### config.mk
export PLATFORM = sky130hd
export DESIGN_NAME = wake_qualifier
export DESIGN_NICKNAME = d
export VERILOG_FILES = /design/src/rtl/wq_pkg.sv /design/src/rtl/wq_sync.sv /design/src/rtl/wq_detect.sv /design/src/rtl/wq_arbiter.sv /design/src/rtl/wake_qualifier.sv
export SDC_FILE = /design/constraint.sdc
export NUM_CORES = 1
export LEC_CHECK = 0
export ABC_CLOCK_PERIOD_IN_PS = 1100
export CORE_MARGIN = 1
export CORE_UTILIZATION = 36
export DETAILED_ROUTE_END_ITERATION = 8
export PLACE_DENSITY = 0.85
export RECOVER_POWER = 25
export SLEW_MARGIN = 10
export SYNTH_ARGS = -nofsm -noshare
export SYNTH_HDL_FRONTEND = slang
export SYNTH_HIERARCHICAL = 1
export SYNTH_SLANG_ARGS = --single-unit
### constraint.sdc
create_clock -name clk -period 1.1 [get_ports clk]
set_clock_uncertainty 0.15 [all_clocks]
set_input_delay 0.22 -clock clk [delete_from_list [all_inputs] [get_ports clk]]
set_output_delay 0.22 -clock clk [all_outputs]
set_load 0.005 [all_outputs]
### src/rtl/wq_pkg.sv
`timescale 1ns/1ps
package wq_pkg;
  localparam int NSRC = 5;
  localparam int SRC_W = 3;

  // index order of the event vector is the priority order (0 highest)
  localparam int IX_BATT    = 0;
  localparam int IX_CHG     = 1;
  localparam int IX_USB     = 2;
  localparam int IX_ALARM   = 3;
  localparam int IX_RESTART = 4;

  typedef enum logic [SRC_W-1:0] {
    SRC_NONE    = 3'd0,
    SRC_BATT    = 3'd1,
    SRC_CHG     = 3'd2,
    SRC_USB     = 3'd3,
    SRC_ALARM   = 3'd4,
    SRC_RESTART = 3'd5
  } wake_src_e;
endpackage

### src/rtl/wq_sync.sv
`timescale 1ns/1ps
module wq_sync #(
  parameter int WIDTH  = 1,
  parameter int STAGES = 2
) (
  input  logic             clk_i,
  input  logic             rst_ni,
  input  logic [WIDTH-1:0] d_i,
  output logic [WIDTH-1:0] q_o
);
  logic [WIDTH-1:0] stg_q [STAGES];
  logic [WIDTH-1:0] stg_d [STAGES];

  always_comb begin
    stg_d[0] = d_i;
    for (int i = 1; i < STAGES; i++) stg_d[i] = stg_q[i-1];
  end

  always_ff @(posedge clk_i or negedge rst_ni) begin
    if (!rst_ni) begin
      for (int i = 0; i < STAGES; i++) stg_q[i] <= '0;
    end else begin
      for (int i = 0; i < STAGES; i++) stg_q[i] <= stg_d[i];
    end
  end

  assign q_o = stg_q[STAGES-1];
endmodule

### src/rtl/wq_detect.sv
`timescale 1ns/1ps
module wq_detect #(
  parameter bit HAS_FLAG = 1'b0
) (
  input  logic clk_i,
  input  logic rst_ni,
  input  logic level_i,
  input  logic clr_i,
  output logic edge_o,
  output logic flag_o
);
  logic prev_q, prev_d;
  logic edge_w;

  assign edge_w = level_i & ~prev_q;
  assign prev_d = level_i;
  assign edge_o = edge_w;

  always_ff @(posedge clk_i or negedge rst_ni) begin
    if (!rst_ni) prev_q <= 1'b0;
    else         prev_q <= prev_d;
  end

  generate
    if (HAS_FLAG) begin : g_flag
      logic flag_q, flag_d;

      // set has priority over a simultaneous clear
      always_comb begin
        flag_d = flag_q;
        if (clr_i)  flag_d = 1'b0;
        if (edge_w) flag_d = 1'b1;
      end

      always_ff @(posedge clk_i or negedge rst_ni) begin
        if (!rst_ni) flag_q <= 1'b0;
        else         flag_q <= flag_d;
      end

      assign flag_o = flag_q;


      flag_set_chk: assert property (@(posedge clk_i) disable iff (!rst_ni)
        edge_w |=> flag_q);

      flag_clr_chk: assert property (@(posedge clk_i) disable iff (!rst_ni)
        (clr_i && !edge_w) |=> !flag_q);

      flag_hold_chk: assert property (@(posedge clk_i) disable iff (!rst_ni)
        (flag_q && !clr_i) |=> flag_q);
    end else begin : g_noflag
      logic unused_clr;
      assign unused_clr = clr_i;
      assign flag_o = 1'b0;
    end
  endgenerate
endmodule

### src/rtl/wq_arbiter.sv
`timescale 1ns/1ps
module wq_arbiter
  import wq_pkg::*;
(
  input  logic            clk_i,
  input  logic            rst_ni,
  input  logic [NSRC-1:0] evt_i,
  input  logic            batt_good_i,
  input  logic            sys_off_i,
  output logic            turn_on_o,
  output wake_src_e       src_o
);
  logic      turn_on_q, turn_on_d;
  wake_src_e src_q, src_d, pick;
  logic      fire;

  // lowest index wins
  always_comb begin
    pick = SRC_NONE;
    for (int i = NSRC - 1; i >= 0; i--) begin
      if (evt_i[i]) pick = wake_src_e'(SRC_W'(i + 1));
    end
  end

  assign fire = sys_off_i && (|evt_i) && !turn_on_q;

  always_comb begin
    turn_on_d = fire;
    src_d     = src_q;
    if (fire) src_d = pick;
  end

  always_ff @(posedge clk_i or negedge rst_ni) begin
    if (!rst_ni) begin
      turn_on_q <= 1'b0;
      src_q     <= SRC_NONE;
    end else begin
      turn_on_q <= turn_on_d;
      src_q     <= src_d;
    end
  end

  assign turn_on_o = turn_on_q;
  assign src_o     = src_q;


  pulse_single_chk: assert property (@(posedge clk_i) disable iff (!rst_ni)
    turn_on_q |=> !turn_on_q);

  off_only_chk: assert property (@(posedge clk_i) disable iff (!rst_ni)
    turn_on_q |-> $past(sys_off_i));

  src_valid_chk: assert property (@(posedge clk_i) disable iff (!rst_ni)
    turn_on_q |-> (src_q != SRC_NONE));

  src_hold_chk: assert property (@(posedge clk_i) disable iff (!rst_ni)
    !turn_on_q |-> $stable(src_q));

  batt_gate_chk: assert property (@(posedge clk_i) disable iff (!rst_ni)
    (turn_on_q && src_q != SRC_BATT) |-> $past(batt_good_i));
endmodule

### src/rtl/wake_qualifier.sv
`timescale 1ns/1ps
module wake_qualifier
  import wq_pkg::*;
#(
  parameter int TOD_W = 17,
  parameter int DAY_W = 15,
  parameter int SYNC_STAGES = 2
) (
  input  logic             clk,
  input  logic             rst_n,
  input  logic             chg_det_a,
  input  logic             usb_det_a,
  input  logic             batt_ok_a,
  input  logic [TOD_W-1:0] tod_cnt,
  input  logic [TOD_W-1:0] tod_alarm,
  input  logic [DAY_W-1:0] day_cnt,
  input  logic [DAY_W-1:0] day_alarm,
  input  logic             restart_req,
  input  logic             restart_en,
  input  logic             sys_off,
  input  logic [1:0]       irq_clr,
  output logic             chg_irq,
  output logic             usb_irq,
  output logic             chg_sense,
  output logic             usb_sense,
  output logic             turn_on,
  output logic [2:0]       wake_src
);
  localparam int NASYNC = 3;

  logic              rst_sync_n;
  logic [NASYNC-1:0] async_s;
  logic              batt_s;
  logic              alarm_match;
  logic [NSRC-1:0]   level, clr_vec, edge_v, flag_v, evt;
  wake_src_e         src;

  // reset: asserted asynchronously, released after SYNC_STAGES edges
  wq_sync #(.WIDTH(1), .STAGES(SYNC_STAGES)) u_rst_sync (
    .clk_i (clk),
    .rst_ni(rst_n),
    .d_i   (1'b1),
    .q_o   (rst_sync_n)
  );

  wq_sync #(.WIDTH(NASYNC), .STAGES(SYNC_STAGES)) u_in_sync (
    .clk_i (clk),
    .rst_ni(rst_sync_n),
    .d_i   ({usb_det_a, chg_det_a, batt_ok_a}),
    .q_o   (async_s)
  );

  assign batt_s      = async_s[0];
  assign alarm_match = (tod_cnt == tod_alarm) && (day_cnt == day_alarm);

  always_comb begin
    level               = '0;
    level[IX_BATT]      = async_s[0];
    level[IX_CHG]       = async_s[1];
    level[IX_USB]       = async_s[2];
    level[IX_ALARM]     = alarm_match;
    level[IX_RESTART]   = restart_req;
    clr_vec             = '0;
    clr_vec[IX_CHG]     = irq_clr[0];
    clr_vec[IX_USB]     = irq_clr[1];
  end

  generate
    for (genvar g = 0; g < NSRC; g++) begin : g_det
      wq_detect #(.HAS_FLAG(g == IX_CHG || g == IX_USB)) u_det (
        .clk_i  (clk),
        .rst_ni (rst_sync_n),
        .level_i(level[g]),
        .clr_i  (clr_vec[g]),
        .edge_o (edge_v[g]),
        .flag_o (flag_v[g])
      );
    end
  endgenerate

  // qualification by the battery level
  always_comb begin
    evt              = '0;
    evt[IX_BATT]     = edge_v[IX_BATT];
    evt[IX_CHG]      = edge_v[IX_CHG]     & batt_s;
    evt[IX_USB]      = edge_v[IX_USB]     & batt_s;
    evt[IX_ALARM]    = edge_v[IX_ALARM]   & batt_s;
    evt[IX_RESTART]  = edge_v[IX_RESTART] & batt_s & restart_en;
  end

  wq_arbiter u_arb (
    .clk_i      (clk),
    .rst_ni     (rst_sync_n),
    .evt_i      (evt),
    .batt_good_i(batt_s),
    .sys_off_i  (sys_off),
    .turn_on_o  (turn_on),
    .src_o      (src)
  );

  assign wake_src  = src;
  assign chg_irq   = flag_v[IX_CHG];
  assign usb_irq   = flag_v[IX_USB];
  assign chg_sense = async_s[1];
  assign usb_sense = async_s[2];

  logic unused_flags;
  assign unused_flags = |{flag_v[IX_BATT], flag_v[IX_ALARM], flag_v[IX_RESTART]};


  alarm_both_chk: assert property (@(posedge clk) disable iff (!rst_sync_n)
    (turn_on && wake_src == SRC_ALARM) |->
      $past((tod_cnt == tod_alarm) && (day_cnt == day_alarm)));

  restart_en_chk: assert property (@(posedge clk) disable iff (!rst_sync_n)
    (turn_on && wake_src == SRC_RESTART) |-> $past(restart_en));
endmodule

* Yosys cells after proc, flatten, opt, wreduce, memory -nomap -nowiden
Cells that the tools add are included.
** Storage, ports and cells
- Input bits :: 74
- Bits in registers :: 19
- Word-level logic and storage cells :: 46
** Cells by class
- Reduce and logical (&&, ||, !) cells :: 7
- Muxes and demuxes :: 9
- Bitwise gates (word level) :: 15
- Equal/unequal tests :: 2
** Operators with widths (count)
- $eq A17 B17 Y1 :: 1
- $eq A15 B15 Y1 :: 1
- $mux W3 :: 5
- $and A1 B1 Y1 :: 10
- $not A1 Y1 :: 5
- $reduce_or A5 Y1 :: 1
- $mux W1 :: 4
- $reduce_bool A2 Y1 :: 2
- $logic_and A1 B1 Y1 :: 3
- $logic_not A1 Y1 :: 1

* Longest topological paths before layout
Gate-level depths: netlist (run 1).
- Depth in word-level cells :: 9
- Mapped depth :: 9
- Gate-level depth less buffers :: 9

* Cells and area by module
Netlist (run 1), hierarchy kept.
** Modules (own cells, without submodules)
- wake_qualifier :: cells an instance 49, times used 1, seq. area each 0.0 µm², area each 379.1 µm²
- wq_arbiter :: cells an instance 17, times used 1, seq. area each 100.1 µm², area each 190.2 µm²
- wq_detect (g_det[0].u_det ...) :: cells an instance 4, times used 3, seq. area each 25.0 µm², area each 50.0 µm²
- wq_detect (g_det[1].u_det ...) :: cells an instance 5, times used 2, seq. area each 50.0 µm², area each 75.1 µm²
- wq_sync (u_in_sync) :: cells an instance 6, times used 1, seq. area each 150.1 µm², area each 150.1 µm²
- wq_sync (u_rst_sync) :: cells an instance 2, times used 1, seq. area each 50.0 µm², area each 50.0 µm²

* Worst setup path before layout (run 1)
Ideal clock, no wire load.
- Kind :: input-to-reg
- Start :: in day_alarm[14]
- End :: reg u_arb.src_q[0] (netlist: u_arb/src_o[0])
- Arrival time :: 1.437 ns
- Setup slack :: -0.613 ns
- Path buffers :: 0
- Setup time :: 0.126 ns
- Cell stages on the path :: 8
- Cell sequence :: xor2_1 nor4_1 nand4_1 nor2_1 nor2b_4 and2_1 a21oi_1 o32a_1
** Between the ends
- Word-level cells in the longest chain between the ends :: 8
** Ends and longest elaborated chain
- start: declaration :: line wake_qualifier.sv:17 : input logic [DAY_W-1:0] day_alarm,
- $eq A15 B15 Y1 * :: line wake_qualifier.sv:54 : assign alarm_match = (tod_cnt == tod_alarm) && (day_cnt == day_alarm);
- $logic_and A1 B1 Y1 * :: line wake_qualifier.sv:54
- via alarm_match :: line wake_qualifier.sv:34 : logic alarm_match;
- $and A1 B1 Y1 * :: line wq_detect.sv:15 : assign edge_w = level_i & ~prev_q;
- via edge_v[3] :: line wake_qualifier.sv:35 : logic [NSRC-1:0] level, clr_vec, edge_v, flag_v, evt;
- $and A1 B1 Y1 * :: line wake_qualifier.sv:87 : evt[IX_ALARM] = edge_v[IX_ALARM] & batt_s;
- via evt[3] :: line wake_qualifier.sv:35
- $mux W3 (4 in series) :: line wq_arbiter.sv:21 : if (evt_i[i]) pick = wake_src_e'(SRC_W'(i + 1));
- end signal: assignment :: line wq_arbiter.sv:39 : src_q <= src_d;
- end: declaration :: line wq_arbiter.sv:14 : wake_src_e src_q, src_d, pick;
Mark *: on every way through the listed nets, which the timed path passes. The rest lies on a longest branch.
A chain may end at the register's enable or synchronous reset.

* Worst setup path after layout (run 1)
- Start :: in day_alarm[12]
- End :: reg u_arb.src_q[0] (netlist: u_arb/src_o[0])
The elaborated chain is that of the path after synthesis.

==> impl_metrics.toml, run 1 <==
[pwr]
powerDensity_nw_per_um2 = 865
switchingPower_uw = 412
p_leak_uw = 0.000921
total_power_uw = 1610
p_int_uw = 1200
p_clk_share_pct = 21.1
swShare_pct = 25.5
pwr-share-seq_pct = 47.8
pwr-share-comb_pct = 31.1
irDropWorstVdd_mv = 0.833

[timing]
max_freq_ghz = 0.575
setup_slack_ps = -639
setup_viol = 13
hold_violations = 0
fin_tns_setup_ps = -3230
rsz0062_at_grt = "true"
finalCriticalPeriod_ps = 1740
finalCritPeriodShare_pct = 158
drv_slew = 0

[route]
initialDrtViolationCount = 16
dr.pass1.iters = 4
wl_mm = 2.95
antenna_left = 0
vias = 1013
drc_errors = 0
vias_per_cell = 4.58
routed_wire_length_per_instance_um = 13.4

[layout]
final_common_cell = "buf_2"
diodes = 0
area_delta_synth_final_pct = 80.7
layout.nets = 265
final_cell_mix = "buf_2 (39), xor2_1 (31), clkdlybuf4s15_1 (21)"
drive_gt1_share_pct = 42.1

[setup_path]
cp-start-kind = "input port"
crit_required_ps = 1140
worst_setup_path_end_kind = "flip-flop"
worstSetupPathType = "in -> reg"
r2r_slack_ps = -480
crit_fanout = 2
arrival_ps = 1780

[global_route]
grt_pass1_vias = 1122
antenna_found_initial = 0
grt_usage_pct = 19.0
grt_max_degree = 18
grt_pass1_wl_mm = 4.66
grt_overflow_total = 0

[placement]
hpwl_mm = 2.46
port_buffers = 81
place_congestion = 0.803

[synth]
synth_fp_nets = 163
syn_inst = 89
syn_area_um2 = 1030
syn_avg_cell_area_um2 = 11.6
synth-warning-count = 6

[clocking]
cts_buffers = 3
clkLatencyLatePin_ps = 300
cts.clk_slew.worst_paths_ps = 100
cts_htree_levels = 1
cts_tree = "built"
clockBufferDepth = 2
cts_sinks = 19
cts_root_buffer = "clkbuf_4"

[floorplanning]
coreArea_um2 = 2730
dieArea_um2 = 3090
initial_core_util_pct = 37.8
die_w_um = 55.5
die_h_um = 55.5
rows = 19
io_pins = 82

[run_status]
status = "finished with violations"
violations = "negative setup slack"

[flow_run]
cap_viol_max_count = 0

[worst_hold_path]
hold_path_class = "reg -> async"
-- through the flow --
stage	worst slack (ps)	instances	util (%)	hold slack, ps	cell area [um^2]
finish	-639	221	68.2	100	1870
global route	-725	221	68.2	164	1870
CTS	-633	217	66.7	48.5	1820
detailed placement	-1290	207	70.6	51.2	1930
global placement	-1240	207	70.6	29.9	1930
floorplan	-611	89	-	-226	1030
-- flip-flops by register name, summed over array words and instances, names as in the netlist --
register            cells
g_det.u_det/flag_o      2
g_det.u_det/prev_q      5
u_arb/src_o             3
u_arb/turn_on_o         1
u_in_sync/q_o           3
u_in_sync/stg_d         3
u_rst_sync/q_o          1
u_rst_sync/stg_d        1
-- path summary, 6_finish.rpt --
check | startpoint | endpoint | cells past startpoint
worst max-delay path | day_alarm[12] | u_arb/src_o[0] | 9
max in group asynchronous | rst_n | u_rst_sync/q_o | 2
worst max register to register | u_in_sync/q_o[2] | u_arb/src_o[0] | 6
worst min register to register | u_rst_sync/q_o | u_arb/src_o[0] | 1
worst min-delay path | u_rst_sync/q_o | u_arb/src_o[0] | 1
min in group clk | u_in_sync/stg_d[2] | u_in_sync/q_o[2] | 0
-- final cells by class --
cell class,count,area (um^2)
fillers,237,868
repair buffers,97,733
multi-input cells,67,581
flip-flops and latches,19,475
well taps,31,38.8
clock buffers,4,26.3
inverters,3,11.3
-- critical path: stages --
cell and delay, ps:
buf_6 90, xor2_2 170, nor4_2 310, nand4_1 160
nor2_2 160, nor2b_4 140, and2_4 140, a21oi_2 50
o32a_1 330
-- timing repair --
action                                 CTS  global route
resized for setup                      218            10
endpoints found under the hold margin    2             0
setup endpoints to repair               13            13
pin swaps                               41            10
buffers inserted                         6             5
hold buffers                             1             0
-- power groups by stage --
stage	clock network [uW]	registers (uW)	logic [uW]
detailed placement	0	786	555
floorplan	0	794	144
finish	341	771	502
global route	386	776	544
global placement	0	782	534
CTS	346	770	485
-- routing by layer --
layer  global-route usage, %  share of wire [%]  up-vias
li1                        -                  -      498
met2                    39.1                 58       47
met4                    3.21                1.2        0
met5                       0                  0        -
met3                    5.85                7.7        6
met1                    18.2                 33      462
(Power assumes the default switching activity.)
==> run 2, diff against run 1 <==
--- a/config.mk
+++ b/config.mk
@@ -5,11 +5,13 @@
 export SDC_FILE = /design/constraint.sdc
 export NUM_CORES = 1
 export LEC_CHECK = 0
+export ABC_AREA = 1
 export ABC_CLOCK_PERIOD_IN_PS = 1100
+export CAP_MARGIN = 20
 export CORE_MARGIN = 1
-export CORE_UTILIZATION = 36
+export CORE_UTILIZATION = 41
 export DETAILED_ROUTE_END_ITERATION = 8
-export PLACE_DENSITY = 0.85
+export PLACE_DENSITY = 0.86
 export RECOVER_POWER = 25
 export SLEW_MARGIN = 10
 export SYNTH_ARGS = -nofsm -noshare
==> run 2 against run 1 <==
  * The run still ends with negative setup slack left
  * Final cell count increased by 72%
  * Highest routed layer unchanged
  * Non-clock buffer count fell by 8
  * Worst setup slack improved by 240 ps
  * Critical path depth increased by 10
  * Sequential power about the same
  * Largest cell class is now multi-input gates
  * Die area increased by 15%
==> impl_metrics.toml, run 2 <==
[run_status]
status = "finished with violations"
violations = "negative setup slack"

[timing]
rsz0062_at_grt = "true"
finalCritPeriodShare_pct = 136
hold_violations = 0
setup_viol = 12
finalCriticalPeriod_ps = 1490
drv_slew = 0
fin_tns_setup_ps = -1970
setup_slack_ps = -394
max_freq_ghz = 0.669

[setup_path]
worstPathCellList = "buf_8 > nor2_4 > nor2_1 > nor2_1 > nand2_1 > nor2_1 > nand2_1 > nor2_2 > inv_1 > nor2_2 > nand2_1 > inv_2 > inv_2 > nand2_2 > nand2_1 > nand2_1 > nand2_1 > nand2_1 > nand2_1"
crit_required_ps = 1140
worstSetupPathType = "in -> reg"
cpLargestDelayFamily = "simple AND/OR/NAND/NOR gates"
cp_slowest_cell = "nor2_2"
arrival_ps = 1540
crit_fanout = 2
critical_path.max_stage_delay_ps = 120
cp-start-kind = "input port"
worst_setup_path_end_kind = "flip-flop"
cp_common_cell = "nand2_1"
crit_buf_inv = 4

[pwr]
powerDensity_nw_per_um2 = 776
irDropWorstVdd_mv = 0.378
switchingPower_uw = 485
pwr-share-seq_pct = 46.0
p_clk_share_pct = 20.4
p_int_uw = 1190
pwr-share-comb_pct = 33.6
swShare_pct = 29.0
total_power_uw = 1670
p_leak_uw = 0.00141

[route]
initialDrtViolationCount = 39
antenna_left = 0
vias_per_cell = 4.22
drc_errors = 0
routed_wire_length_per_instance_um = 9.12
dr.pass1.iters = 4
wl_mm = 3.47
vias = 1605

[global_route]
grt_usage_pct = 21.9
grt_pass1_wl_mm = 6.04
grt_overflow_total = 0
grt_pass1_vias = 1645
grt_max_degree = 18
antenna_found_initial = 0

[layout]
final_common_cell = "nand2_1"
largest_reg_flops = 5
diodes = 0
area_delta_synth_final_pct = 58.6
final_cell_mix = "nand2_1 (87), buf_2 (51), inv_1 (50)"
regMostFlops = "g_det.u_det/prev_q"
layout.nets = 411
drive_gt1_share_pct = 37.5

[floorplanning]
coreArea_um2 = 3100
die_w_um = 59.6
dieArea_um2 = 3550
io_pins = 82
initial_core_util_pct = 43.8
rows = 20
die_h_um = 59.6

[placement]
port_buffers = 81
hpwl_mm = 2.73
place_congestion = 0.760

[clocking]
cts.clk_slew.worst_paths_ps = 110
cts_htree_levels = 1
clkLatencyLatePin_ps = 290
cts_buffers = 3
cts_tree = "built"
clockBufferDepth = 2
cts_sinks = 19
cts_root_buffer = "clkbuf_4"

[synth]
synth_fp_nets = 317
synth-warning-count = 6
syn_inst = 243
syn_area_um2 = 1360
syn_avg_cell_area_um2 = 5.60

[flow_run]
cap_viol_max_count = 0

[worst_hold_path]
hold_path_class = "reg -> async"
-- run 2: final cells by class --
type / instances / area (um^2)
well taps: 44 / 55.1
inverters: 67 / 268
fillers: 315 / 946
clock buffers: 3 / 22.5
repair buffers: 89 / 642
flip-flops and latches: 19 / 475
clock inverters: 1 / 5.00
multi-input cells: 157 / 689
-- run 2: power by group through the flow --
stage | Sequential [uW] | Combinational [uW] | Clock (uW)
2_1_floorplan | 795 | 206 | 0
3_3_place_gp | 785 | 598 | 0
3_5_place_dp | 786 | 616 | 0
4_1_cts | 770 | 510 | 354
5_1_grt | 775 | 640 | 373
6_report | 770 | 563 | 342
-- run 2: worst reg2reg max path, cell delays in order (launching register included) --
cell,delay (ps)
dfrtp_1,410
buf_4,150
nand2_2,60
inv_1,40
nand2_1,50
inv_1,50
nor2_2,120
nand2_1,80
nand2_2,70
nand2_2,60
nand2_1,70
nand2_1,50
-- run 2: path summary, 6_finish.rpt --
path,from,to,slack (ps),cells past startpoint
worst max-delay path,tod_cnt[0],u_arb/src_o[0],-390,19
worst min-delay path,u_rst_sync/q_o,u_arb/turn_on_o,110,1
worst max register to register,u_in_sync/q_o[2],u_arb/src_o[0],-340,11
max in group asynchronous,rst_n,u_rst_sync/q_o,210,2
worst min register to register,u_rst_sync/q_o,u_arb/turn_on_o,110,1
min in group clk,u_in_sync/stg_d[1],u_in_sync/q_o[1],210,0
-- run 2: layer usage --
layer  GRT usage, %  vias to the layer above  part of all wire, %
met5              0                        -                    0
met4           6.98                        0                 0.32
met3           2.62                        2                  4.9
met2           42.5                       44                   53
met1           24.3                      705                   42
li1               -                      854                    -
-- run 2: what timing repair did --
item | in CTS | in global routing
buffers inserted | 8 | 1
setup endpoints to repair | 13 | 13
hold buffers | 1 | 0
pin swaps | 97 | 37
hold endpoints to repair | 2 | 0
resized for setup | 294 | 37
-- run 2: per-stage QoR --
| step | util, % | setup WS, ps | area (um^2) | hold slack [ps] | cells |
|---|---|---|---|---|---|
| floorplan | - | -393 | 1380 | -226 | 243 |
| global placement | 73.2 | -1080 | 2270 | 34.7 | 371 |
| detailed placement | 73.2 | -1160 | 2270 | 35.8 | 371 |
| CTS | 66.9 | -368 | 2070 | 47.0 | 384 |
| global route | 69.5 | -610 | 2160 | 155 | 380 |
| finish | 69.5 | -394 | 2160 | 105 | 380 |
==> run 3, diff against run 2 <==
--- a/config.mk
+++ b/config.mk
@@ -8,6 +8,7 @@
 export ABC_AREA = 1
 export ABC_CLOCK_PERIOD_IN_PS = 1100
 export CAP_MARGIN = 20
+export CORE_ASPECT_RATIO = 1.2
 export CORE_MARGIN = 1
 export CORE_UTILIZATION = 41
 export DETAILED_ROUTE_END_ITERATION = 8
==> run 3 against run 2 <==
  * The run still ends with negative setup slack left
  * Core utilization decreased by 0.49 points
  * Final area shrank 0.46%
  * Critical path type unchanged
  * Wire length fell by 3.5%
  * Global-route usage is 0.16 points lower
  * Final cell count fell by 1.8%
  * Worst setup slack improved by 42 ps
  * Sequential cell count unchanged
  * Count of clock-buffer cells in the layout increased by 1
  * Combinational power grew 1%
==> impl_metrics.toml, run 3 (synthesis gave the netlist of run 2 again) <==
[clocking]
clockBufferDepth = 2
cts_htree_levels = 1
cts_root_buffer = "clkbuf_4"
cts_buffers = 3
clkLatencyLatePin_ps = 290
cts_tree = "built"
cts_sinks = 19
cts.clk_slew.worst_paths_ps = 90

[worst_hold_path]
hold_path_class = "reg -> async"

[timing]
finalCritPeriodShare_pct = 132
drv_slew = 0
max_freq_ghz = 0.688
fin_tns_setup_ps = -1740
setup_slack_ps = -353
rsz0062_at_grt = "true"
finalCriticalPeriod_ps = 1450
hold_violations = 0
setup_viol = 12
hold-worst-slack_ps = 108

[route]
dr.pass1.iters = 4
routed_wire_length_per_instance_um = 8.97
vias_per_cell = 4.27
wl_mm = 3.35
vias = 1593
drc_errors = 0
antenna_left = 0
initialDrtViolationCount = 24

[layout]
nFillCells = 303
regMostFlops = "g_det.u_det/prev_q"
final_util_pct = 69.0
largest_reg_flops = 5
layout.nets = 412
drive_gt1_share_pct = 35.9
final_cell_mix = "nand2_1 (87), inv_1 (54), buf_2 (50)"
multi_input_area_um2 = 677
area_delta_synth_final_pct = 57.9
diodes = 0
seq_area_um2 = 475
layoutNonFillerInstCount = 373
final_common_cell = "nand2_1"

[floorplanning]
initial_core_util_pct = 43.7
die_w_um = 54.6
rows = 22
die_h_um = 65.1
dieArea_um2 = 3550
io_pins = 82
coreArea_um2 = 3110

[setup_path]
cp-start-kind = "input port"
crit_fanout = 2
worstSetupPathType = "in -> reg"
worst_setup_path_end_kind = "flip-flop"
crit_required_ps = 1140
arrival_ps = 1490

[global_route]
grt_usage_pct = 21.7
antenna_found_initial = 0
grt_max_degree = 18
grt_overflow_total = 0
grt_pass1_wl_mm = 5.77
grt_pass1_vias = 1532

[pwr]
p_leak_uw = 0.00141
powerDensity_nw_per_um2 = 779
total_power_uw = 1670
irDropWorstVdd_mv = 0.600

[flow_run]
cap_viol_max_count = 0

[placement]
port_buffers = 81
place_congestion = 0.754
dp_cells = 363
hpwl_mm = 2.81

[run_status]
status = "finished with violations"
violations = "negative setup slack"
[run 3: cell count changes in the layout (fill, tap and decap cells not counted), sizes merged]
cell | previous run | this run
clkinv | 2 | 1
clkdlybuf4s50 | 9 | 7
dlygate4sd3 | 1 | 3
buf | 77 | 79
[run 3: through the flow]
stage               area [um^2]  setup slack (ps)
floorplan                  1380              -393
global placement           2260             -1090
detailed placement         2260             -1160
CTS                        2030              -401
global route               2150              -543
finish                     2150              -353
[run 3: metal layers]
| metal | global-route usage (%) | wire, um |
|---|---|---|
| met1 | 23.4 | 1260 |
| met2 | 41.5 | 1840 |
| met3 | 3.01 | 188 |
| met4 | 6.09 | 53 |
| met5 | 0 | 0 |
[run 3: final timing paths]
check	start	to	slack, ps	cells past startpoint
max	tod_alarm[1]	u_arb/src_o[0]	-350	19
min	u_rst_sync/q_o	u_arb/src_o[2]	110	1
max reg2reg	u_in_sync/q_o[2]	u_arb/src_o[0]	-350	11
min reg2reg	u_rst_sync/q_o	u_arb/src_o[2]	110	1
max in group asynchronous	rst_n	u_rst_sync/q_o	150	2
min in group clk	tod_cnt[15]	g_det[3].u_det/prev_q	190	8
[run 3: power breakdown]
part / switching, uW / internal (uW)
Sequential: 21.8 / 747
Combinational: 253 / 315
Clock: 193 / 141
Total: 468 / 1200
[run 3: final cells by class]
class | count | area share (%)
sequential | 19 | 22.1
multi-input combinational | 157 | 31.5
timing repair buffer | 90 | 30.5
clock buffer | 4 | 1.22
inverter | 67 | 12.5
tap | 36 | 2.10
[run 3: timing repair]
action                                  4_1_cts  5_1_grt
setup buffers                                 4        1
pin swaps                                    90       41
endpoints found under the setup margin       13       12
hold endpoints to repair                      2        0
resized for setup                           288       40
hold buffers                                  1        0
[run 3: critical path, cell delays in order]
cell	delay (ps)
buf_8	100
nor2_4	100
nor2_2	40
nor2_1	100
nand2_1	50
nor2_1	100
nand2_1	70
nor2_1	120
inv_1	60
nor2_2	70
nand2_1	60
inv_2	70
inv_2	40
nand2_2	50
nand2_1	50
nand2_1	60
nand2_1	40
nand2_1	50
nand2_1	40
